### src/rtl/chrout_pkg.sv
package chrout_pkg;

    localparam int INSTR_W = 32;
    localparam int CHAR_W  = 8;
    localparam int REG_W   = 5;
    localparam int NIB_W   = 4;
    localparam int OPC_W   = 6;

    localparam logic [OPC_W-1:0] OPC_CHAR_OUT = 6'b101100;

    // Field positions, conventional numbering (bit 31 = MSB)
    localparam int OPC_LSB  = INSTR_W - OPC_W;   // 26
    localparam int MODE_LSB = 21;
    localparam int SRC_LSB  = 16;
    localparam int IMM_LSB  = 0;

    typedef enum logic [1:0] {
        MODE_HI_NIB = 2'b00,
        MODE_LO_NIB = 2'b01,
        MODE_IMM    = 2'b10,
        MODE_UNUSED = 2'b11
    } out_mode_e;

    typedef enum logic [1:0] {
        IMM_PRINT = 2'b00,
        IMM_ENTER = 2'b01,
        IMM_BKSP  = 2'b10,
        IMM_RSVD  = 2'b11
    } imm_kind_e;

    typedef struct packed {
        logic              hit;
        out_mode_e         mode;
        logic [REG_W-1:0]  src;
        logic [CHAR_W-1:0] imm;
    } chr_fields_t;

    typedef struct packed {
        logic              we;
        logic [CHAR_W-1:0] ch;
    } chr_req_t;

    localparam chr_req_t REQ_IDLE = '{we: 1'b0, ch: '0};

    function automatic logic [CHAR_W-1:0] hex_ascii(input logic [NIB_W-1:0] n);
        logic [CHAR_W-1:0] wide;
        wide = {{(CHAR_W-NIB_W){1'b0}}, n};
        if (n < 4'd10)
            return 8'h30 + wide;
        else
            return 8'h37 + wide;
    endfunction

endpackage

### src/rtl/chrout_field_split.sv
module chrout_field_split
    import chrout_pkg::*;
(
    input  logic [INSTR_W-1:0] instr,
    output chr_fields_t        fields
);
    logic unused_rsvd;

    always_comb begin
        fields.hit  = (instr[INSTR_W-1:OPC_LSB] == OPC_CHAR_OUT);
        fields.mode = out_mode_e'(instr[MODE_LSB +: 2]);
        fields.src  = instr[SRC_LSB +: REG_W];
        fields.imm  = instr[IMM_LSB +: CHAR_W];
    end

    // Reserved mode bits and the zero gap are intentionally not decoded
    assign unused_rsvd = ^{instr[OPC_LSB-1:MODE_LSB+2], instr[SRC_LSB-1:CHAR_W]};
endmodule

### src/rtl/chrout_char_sel.sv
module chrout_char_sel
    import chrout_pkg::*;
#(
    parameter int DATA_W = 32
) (
    input  logic              valid,
    input  chr_fields_t       fields,
    input  logic [DATA_W-1:0] operand,
    output chr_req_t          req
);
    logic [CHAR_W-1:0] low_byte;
    imm_kind_e         kind;

    assign low_byte = operand[CHAR_W-1:0];
    assign kind     = imm_kind_e'(fields.imm[CHAR_W-1 -: 2]);

    generate
        if (DATA_W > CHAR_W) begin : g_wide
            logic unused_upper;
            assign unused_upper = ^operand[DATA_W-1:CHAR_W];
        end
    endgenerate

    always_comb begin
        req = REQ_IDLE;
        if (valid && fields.hit) begin
            unique case (fields.mode)
                MODE_HI_NIB: begin
                    req.we = 1'b1;
                    req.ch = hex_ascii(low_byte[CHAR_W-1 -: NIB_W]);
                end
                MODE_LO_NIB: begin
                    req.we = 1'b1;
                    req.ch = hex_ascii(low_byte[NIB_W-1:0]);
                end
                MODE_IMM: begin
                    if (kind == IMM_PRINT) begin
                        req.we = 1'b1;
                        req.ch = {2'b00, fields.imm[CHAR_W-3:0]};
                    end
                end
                MODE_UNUSED: req = REQ_IDLE;
                default:     req = REQ_IDLE;
            endcase
        end
    end
endmodule

### src/rtl/chrout_out_reg.sv
module chrout_out_reg
    import chrout_pkg::*;
(
    input  logic     clk,
    input  logic     rst,
    input  chr_req_t req_in,
    output chr_req_t req_out
);
    always_ff @(posedge clk) begin
        if (rst)
            req_out <= REQ_IDLE;
        else
            req_out <= req_in;
    end
endmodule

### src/rtl/chrout_dec.sv
module chrout_dec
    import chrout_pkg::*;
#(
    parameter int DATA_W = 32
) (
    input  logic                clk,
    input  logic                rst,
    input  logic                valid,
    input  logic [INSTR_W-1:0]  instr,
    input  logic [DATA_W-1:0]   operand,
    output logic [REG_W-1:0]    src_reg,
    output logic                wr_en,
    output logic [CHAR_W-1:0]   char_o
);
    chr_fields_t fields;
    chr_req_t    req_d;
    chr_req_t    req_q;

    chrout_field_split u_split (
        .instr  (instr),
        .fields (fields)
    );

    chrout_char_sel #(.DATA_W(DATA_W)) u_sel (
        .valid   (valid),
        .fields  (fields),
        .operand (operand),
        .req     (req_d)
    );

    chrout_out_reg u_oreg (
        .clk     (clk),
        .rst     (rst),
        .req_in  (req_d),
        .req_out (req_q)
    );

    assign src_reg = fields.src;
    assign wr_en   = req_q.we;
    assign char_o  = req_q.ch;
endmodule

### config.mk
export PLATFORM = sky130hd
export DESIGN_NAME = chrout_dec
export DESIGN_NICKNAME = d
export VERILOG_FILES = /design/src/rtl/chrout_pkg.sv /design/src/rtl/chrout_field_split.sv /design/src/rtl/chrout_char_sel.sv /design/src/rtl/chrout_out_reg.sv /design/src/rtl/chrout_dec.sv
export SDC_FILE = /design/constraint.sdc
export NUM_CORES = 1
export LEC_CHECK = 0
export BUFFER_PORTS_ARGS = -buffer_cell sky130_fd_sc_hd__clkbuf_2
export CORE_MARGIN = 1.5
export CORE_UTILIZATION = 33
export DETAILED_ROUTE_END_ITERATION = 8
export GPL_TIMING_DRIVEN = 0
export PLACE_DENSITY = 0.84
export SKIP_LAST_GASP = 1
export SLEW_MARGIN = 20
export SYNTH_ARGS = -nofsm -noshare
export SYNTH_HDL_FRONTEND = slang
export SYNTH_SLANG_ARGS = --single-unit
### constraint.sdc
create_clock -name clk -period 2.9 [get_ports clk]
set_clock_uncertainty 0.05 [all_clocks]
set_input_delay 0.145 -clock clk [delete_from_list [all_inputs] [get_ports clk]]
set_output_delay 0.145 -clock clk [all_outputs]
set_load 0.1 [all_outputs]
# == Word level (Yosys, flattened, before mapping) ==
# Cells that the tools add are included.
# word_totals
in_bits,67
latchBits,0
rom_bits,0
memories,0
mem_bits_rw,0
ff_bits,9
# op_classes
reduce_logical,4
n_mul,0
mux,4
n_eq_ne,4
n_addsub,4
n_shift,0
div,0
bitwise_logic,1
magnitude_cmp,2
# op_table
cell,n
case mux 9 bit (4 select lines),1
adder 6 x 4 -> 7 bit (first input constant),4
2-to-1 mux 8 bit,2
2-to-1 mux 9 bit,1
less-than comparator 4 bit (second input constant),2
equality test 6 bit (second input constant),1
equality test 2 bit (second input constant),2
logical NOT 2 bit,2
equality test 2 x 1 -> 1 bit (second input constant),1
OR reduction 2 bit,1
logical AND 1 bit,1
inverter 1 bit,1

# == Depth between registers and ports, before layout ==
# Gate-level depths: netlist of the first run.
# depth
ltp_word,4
mapped_depth,6
ltp_nobuf,6

# == Modules after synthesis ==
# A second synthesis of the first run with hierarchy kept.
# unflattened
cells_unflattened,94
hier_area_um2,739.5
# modules_own_cells
module,n_inst,cells_each,area_each_um2
chrout_char_sel,1,59,371.6
chrout_out_reg,1,18,236.5
chrout_field_split,1,17,131.4

# == Least setup slack after synthesis of the first run ==
# OpenSTA, ideal clock, no wires.
# synth_timing
path_type,reg-to-output
startpoint,register u_oreg.req_out[0] (netlist bit)
endpoint,output port char_o[0]
required_ps,2705
t_arrival_ps,909
path_slack_ps,1796
stages_incl_launch_ff,1
cell_sequence,dfxtp_1
# synth_rtl
element,line,text
from (decl),chrout_out_reg.sv:7,output chr_req_t req_out
from (signal assigned),chrout_out_reg.sv:13,req_out <= req_in;
to (decl),chrout_dec.sv:13,output logic [CHAR_W-1:0] char_o
# No word-level cell between the ends.

# == Worst setup path in the final report of the first run ==
# layout_timing
startpoint,register u_oreg.req_out[5] (netlist bit)
endpoint,output port char_o[5]
# No word-level cell between the ends.

==> flow_summary.json, run 1 <==
{
  "outcome": "complete, no violations",
  "drv_slew": 0,
  "period_needed_ns": 1.193,
  "place_hpwl_um": 1228,
  "top_regs": "u_oreg.req_out x8",
  "p_sw_frac": 0.3374,
  "drt_iter0_drc": 8,
  "h-tree-depth": 1,
  "start_util": 0.3563,
  "clockPowerShare": 0.267,
  "seqPwrFrac": 0.375,
  "crit_start": "u_oreg.req_out[5]$_SDFF_PP0_",
  "crit_buf_inv": 1,
  "ant_nets": 0,
  "die_w_um": 46.41,
  "worstPathRequired_ns": 2.71,
  "first_global_vias": 543,
  "holdCritPathClass": "in2reg",
  "rsz0062_at_grt": "false",
  "drive_above_1_share": 0.4583,
  "min_period_over_period": 0.4114,
  "final_nets": 191,
  "rows": 15,
  "grt_use_met2": 0.2306,
  "max_freq_ghz": 0.8382,
  "ios": 81,
  "arrival_ns": 1.00,
  "cp_cell_sequence": "clkbuf_2",
  "cp-start-kind": "register",
  "ctsHoldBuffers": 0,
  "cts.clk_slew.worst_paths_ns": 0.05,
  "holdWs_ns": 0.1405,
  "synth_warnings": 0,
  "maxSlewHeadroom": 0.6414,
  "largest_reg_flops": 8,
  "gp_congestion": 0.8163,
  "synthMuxAreaShare": 0,
  "critical_path.top_delay_family": "buffers and inverters",
  "hold_viol": 0,
  "p_leak_nw": 0.4387,
  "syn_area_per_cell_sq_um": 7.871,
  "vias": 681,
  "holdCritStartpoint": "instr[28]",
  "grt_max_degree": 11,
  "p_int_uw": 195.2,
  "ys_ff_latch": 8,
  "io_buffers": 38,
  "post_cts_resized": 0,
  "wl_per_cell_um": 9.731,
  "worst_pin_slew_ns": 0.5402,
  "n_antenna_cell": 0,
  "via_per_inst": 4.697,
  "worst_setup_path_end_kind": "output pin",
  "syn_to_final_growth_pct": 39.24,
  "cts-buffers-inserted": 3,
  "crit_fanout": 1,
  "min_delay_path_depth": 3,
  "dieArea_sq_um": 2154,
  "syn_inst": 79,
  "regMostFlops": "u_oreg.req_out",
  "n_fill_cell": 171,
  "setup_viol": 0,
  "yosysUniqueCellTypes": 32,
  "critical_path.slowest_cell": "clkbuf_2",
  "antenna_found_initial": 0,
  "globalRoute.busiestLayer": "met2",
  "synth_top_family_by_area": "compound AO/OA/AOI/OAI gates",
  "synth_xor_area_frac": 0.02817,
  "clock_path_buffers": 2,
  "dieHeight_um": 46.41,
  "clock-sinks": 8,
  "p_per_area_nw_per_um2": 340.2,
  "synth-simple-area-share": 0.2676,
  "slowest_delay_ns": 0.45,
  "grt_pass1_wl_um": 1994,
  "coreArea_sq_um": 1745,
  "power_switching_uw": 99.38,
  "drc": 0,
  "drv_cap": 0,
  "p_total_uw": 294.6,
  "synth_area_leaders": "dfxtp_1 (26%), a21oi_1 (8.0%), buf_4 (7.2%)",
  "drt_pre_antenna_iters": 4,
  "pwr-share-comb": 0.358,
  "synth_nets": 148,
  "synth.top_cell.area_share": 0.2575,
  "met3_usage": 0.01176,
  "wl_um": 1411,
  "cts_tree": "built",
  "synth_top_area_cell": "dfxtp_1",
  "cts_setup_buffers": 0,
  "synth_adder_area_share": 0.04024,
  "peakVddDrop_mv": 0.1737,
  "tns_ns": 0,
  "ys_seq_area_frac": 0.2575,
  "grtUsageTotal": 0.1311,
  "use_met1": 0.1549,
  "syn_area_sq_um": 621.8,
  "clockRootBuffer": "clkbuf_4",
  "min_to": "u_oreg.req_out[6]$_SDFF_PP0_",
  "critPathKind": "reg2out",
  "grt_overflow": 0,
  "synth_compound_area_frac": 0.2777
}
power by group through the flow:
| stage | Clock [mW] | Sequential [mW] | Combinational (mW) |
|---|---|---|---|
| 6_report | 0.0788 | 0.110 | 0.105 |
| 5_1_grt | 0.0870 | 0.110 | 0.113 |
| 4_1_cts | 0.0807 | 0.110 | 0.105 |
| 3_5_place_dp | 0 | 0.113 | 0.105 |
| 3_3_place_gp | 0 | 0.113 | 0.103 |
| 2_1_floorplan | 0 | 0.114 | 0.0724 |
routing by layer:
metal	routed length, um	up-vias
li1	-	354
met1	580	292
met2	723	35
met3	107	0
met4	0	0
met5	0	-
how the worst max path moves through the flow:
stage,endpoint,slack [ns],cells past startpoint
6_report,char_o[5],1.71,1
3_5_place_dp,u_oreg.req_out[2]$_SDFF_PP0_,1.59,7
5_1_grt,wr_en,1.67,1
2_1_floorplan,char_o[0],1.80,0
3_3_place_gp,u_oreg.req_out[2]$_SDFF_PP0_,1.62,7
4_1_cts,wr_en,1.70,1
layout by cell type, fill, tap and decap left out, types with 3 or more instances in the layout:
| cell type | n |
|---|---|
| a21boi_0 | 3 |
| a21oi_1 | 10 |
| o21a_1 | 3 |
| dfxtp_1 | 8 |
| nor2_1 | 5 |
| nand2_1 | 8 |
| clkbuf_2 | 38 |
| buf_4 | 6 |
| clkbuf_4 | 3 |
final cells by class:
| class | instances | area [sq um] | area share |
|---|---|---|---|
| Inverter | 4 | 15.01 | 0.01734 |
| Multi-Input combinational cell | 59 | 385.4 | 0.4451 |
| Timing Repair Buffer | 38 | 190.2 | 0.2197 |
| Sequential cell | 8 | 160.2 | 0.1850 |
| Clock buffer | 3 | 22.52 | 0.02601 |
| Tap cell | 25 | 31.28 | 0.03613 |
| Buffer | 8 | 61.31 | 0.07081 |
cells in the mapped netlist (all sizes together):
library cell   n
buf            8
o211ai         1
nor2           5
o21a           3
or3            3
ha             2
a211oi         2
nand2b         2
o21bai         1
a21o           1
xnor2          2
o21ai          3
a21oi         10
nor3b          1
o22a           1
inv            4
and3b          2
dfxtp          8
a21boi         3
nand2          8
nand4          1
nand3          2
o22ai          1
conb           1
nor2b          2
a31oi          1
and4bb         1
logic make-up (layout without fill, tap and decap cells):
family	count (synthesis)	count (layout)
DFF	8	8
and+or+nand+nor	27	27
buffers and inverters	12	53
other	1	1
adders and majority gates	2	2
xor gates and xnor gates	2	2
AOI/OAI and AO/OA	27	27
metrics by stage:
step	util	cell area, sq um	setup WS [ns]	cells
after global routing	0.4961	865.8	1.671	145
after CTS	0.4961	865.8	1.702	145
after detailed placement	0.4832	843.3	1.594	142
after global placement	0.4832	843.3	1.618	142
after floorplan	-	621.8	1.796	79
final	0.4961	865.8	1.707	145
No activity file was read; power rests on OpenSTA's default activity.
==> inputs of run 2 (changes only) <==
Settings changed: CORE_UTILIZATION 33 to 28, PLACE_DENSITY 0.84 to 0.76.
Clock period 2.9 ns to 1 ns, I/O delays scaled along.
==> run 2 against run 1 <==
Die area increased by 17%. Critical path type is now in2reg. Routed wire length increased by 11%. Worst hold slack got worse by 0.075 ns. Final cell count increased by 2.1%. Highest routed layer unchanged. Largest cell class unchanged. Final area increased by 10%.
==> flow_summary.json, run 2 (synthesis gave the netlist of run 1 again) <==
{
  "drv_slew": 0,
  "worst_setup_path_end_kind": "register",
  "crit_start": "operand[4]",
  "maxSlewHeadroom": 0.6417,
  "wl_per_cell_um": 10.59,
  "tns_ns": 0,
  "cts-buffers-inserted": 3,
  "min_period_over_period": 0.9686,
  "final_common_cell": "clkbuf_2",
  "period_needed_ns": 0.9686,
  "p_total_uw": 872.9,
  "coreArea_sq_um": 2022,
  "final_util": 0.4722,
  "clock-sinks": 8,
  "hold_viol": 0,
  "dieHeight_um": 50.13,
  "mostFrequentLayoutCells": "clkbuf_2 (29), clkbuf_4 (11), a21oi_1 (9)",
  "rows": 16,
  "cp-start-kind": "input pin",
  "die_w_um": 50.13,
  "drt_iter0_drc": 8,
  "p_per_area_nw_per_um2": 914.4,
  "arrival_ns": 1.11,
  "instances_no_fill": 148,
  "crit_end": "u_oreg.req_out[2]$_SDFF_PP0_",
  "ctsHoldBuffers": 0,
  "io_buffers": 38,
  "top_regs": "u_oreg.req_out x8",
  "setup_viol": 0,
  "critPathKind": "in2reg",
  "worst_pin_slew_ns": 0.5397,
  "min_delay_path_depth": 3,
  "cts_tree": "built",
  "peakVddDrop_mv": 0.5117,
  "first_global_vias": 595,
  "ios": 81,
  "crit_fanout": 2,
  "worstPathRequired_ns": 1.14,
  "syn_to_final_growth_pct": 53.52,
  "final_nets": 192,
  "drt_pre_antenna_iters": 4,
  "vias": 692,
  "clockRootBuffer": "clkbuf_4",
  "max_freq_ghz": 1.032,
  "wl_um": 1567,
  "grt_pass1_wl_um": 2380,
  "outcome": "complete, no violations",
  "via_per_inst": 4.676,
  "drive_above_1_share": 0.5785,
  "holdWs_ns": 0.06585,
  "gp_congestion": 0.8531,
  "n_antenna_cell": 0,
  "rsz0062_at_grt": "true",
  "cts.clk_slew.worst_paths_ns": 0.05,
  "clock_path_buffers": 2,
  "regMostFlops": "u_oreg.req_out",
  "grt_overflow": 0,
  "grt_max_degree": 11,
  "h-tree-depth": 1,
  "start_util": 0.3075,
  "holdCritStartpoint": "instr[28]",
  "antenna_found_initial": 0,
  "p_leak_nw": 0.4525,
  "grtUsageTotal": 0.1208,
  "drv_cap": 0,
  "largest_reg_flops": 8,
  "ant_nets": 0,
  "place_inst": 144,
  "dieArea_sq_um": 2513,
  "holdCritPathClass": "in2reg",
  "drc": 0
}
## run 2: area by class of cell
cell class	count	area (sq um)
timing repair buffer	39	224.0
fill	192	1067
sequential	8	168.9
tap	27	33.78
buffer	8	61.31
multi-input combinational	59	426.7
inverter	4	17.52
clock buffer	3	22.52
## run 2: per-stage QoR
step	setup slack (ns)	area [sq um]
2_1_floorplan	-0.008980	633.1
5_1_grt	-0.03232	954.7
3_3_place_gp	-0.2231	857.1
3_5_place_dp	-0.2602	857.1
4_1_cts	0.01003	907.1
6_report	0.03140	954.7
## run 2: worst max-delay path: stages
cell	delay [ns]
clkbuf_2	0.09
inv_2	0.07
ha_4	0.14
nand2_2	0.05
or3_4	0.40
a31oi_4	0.17
o21a_1	0.13
## run 2: worst min-delay path by stage
| stage | endpoint | slack, ns |
|---|---|---|
| after CTS | u_oreg.req_out[8]$_SDFF_PP0_ | 0.04 |
| after global placement | u_oreg.req_out[8]$_SDFF_PP0_ | 0.30 |
| final | u_oreg.req_out[8]$_SDFF_PP0_ | 0.07 |
| after detailed placement | u_oreg.req_out[8]$_SDFF_PP0_ | 0.30 |
| after floorplan | u_oreg.req_out[3]$_SDFF_PP0_ | 0.14 |
| after global routing | u_oreg.req_out[6]$_SDFF_PP0_ | 0.08 |
## run 2: routing by layer
layer | vias to the layer above | GRT usage | share of wire
met4 | 0 | 0.06944 | 0
met3 | 0 | 0.01818 | 0.077
li1 | 360 | - | -
met2 | 30 | 0.1930 | 0.50
met5 | - | 0 | 0
met1 | 302 | 0.1520 | 0.42
## run 2: power by group
| part | switching, mW | internal (mW) |
|---|---|---|
| Sequential | 0.000110 | 0.320 |
| Clock | 0.0882 | 0.136 |
| Combinational | 0.207 | 0.121 |
## run 2: repair_timing
action / in CTS / in global routing
setup endpoints to repair: 9 / 2
buffers inserted: 1 / 0
resized for setup: 8 / 11
pin swaps: 1 / 3
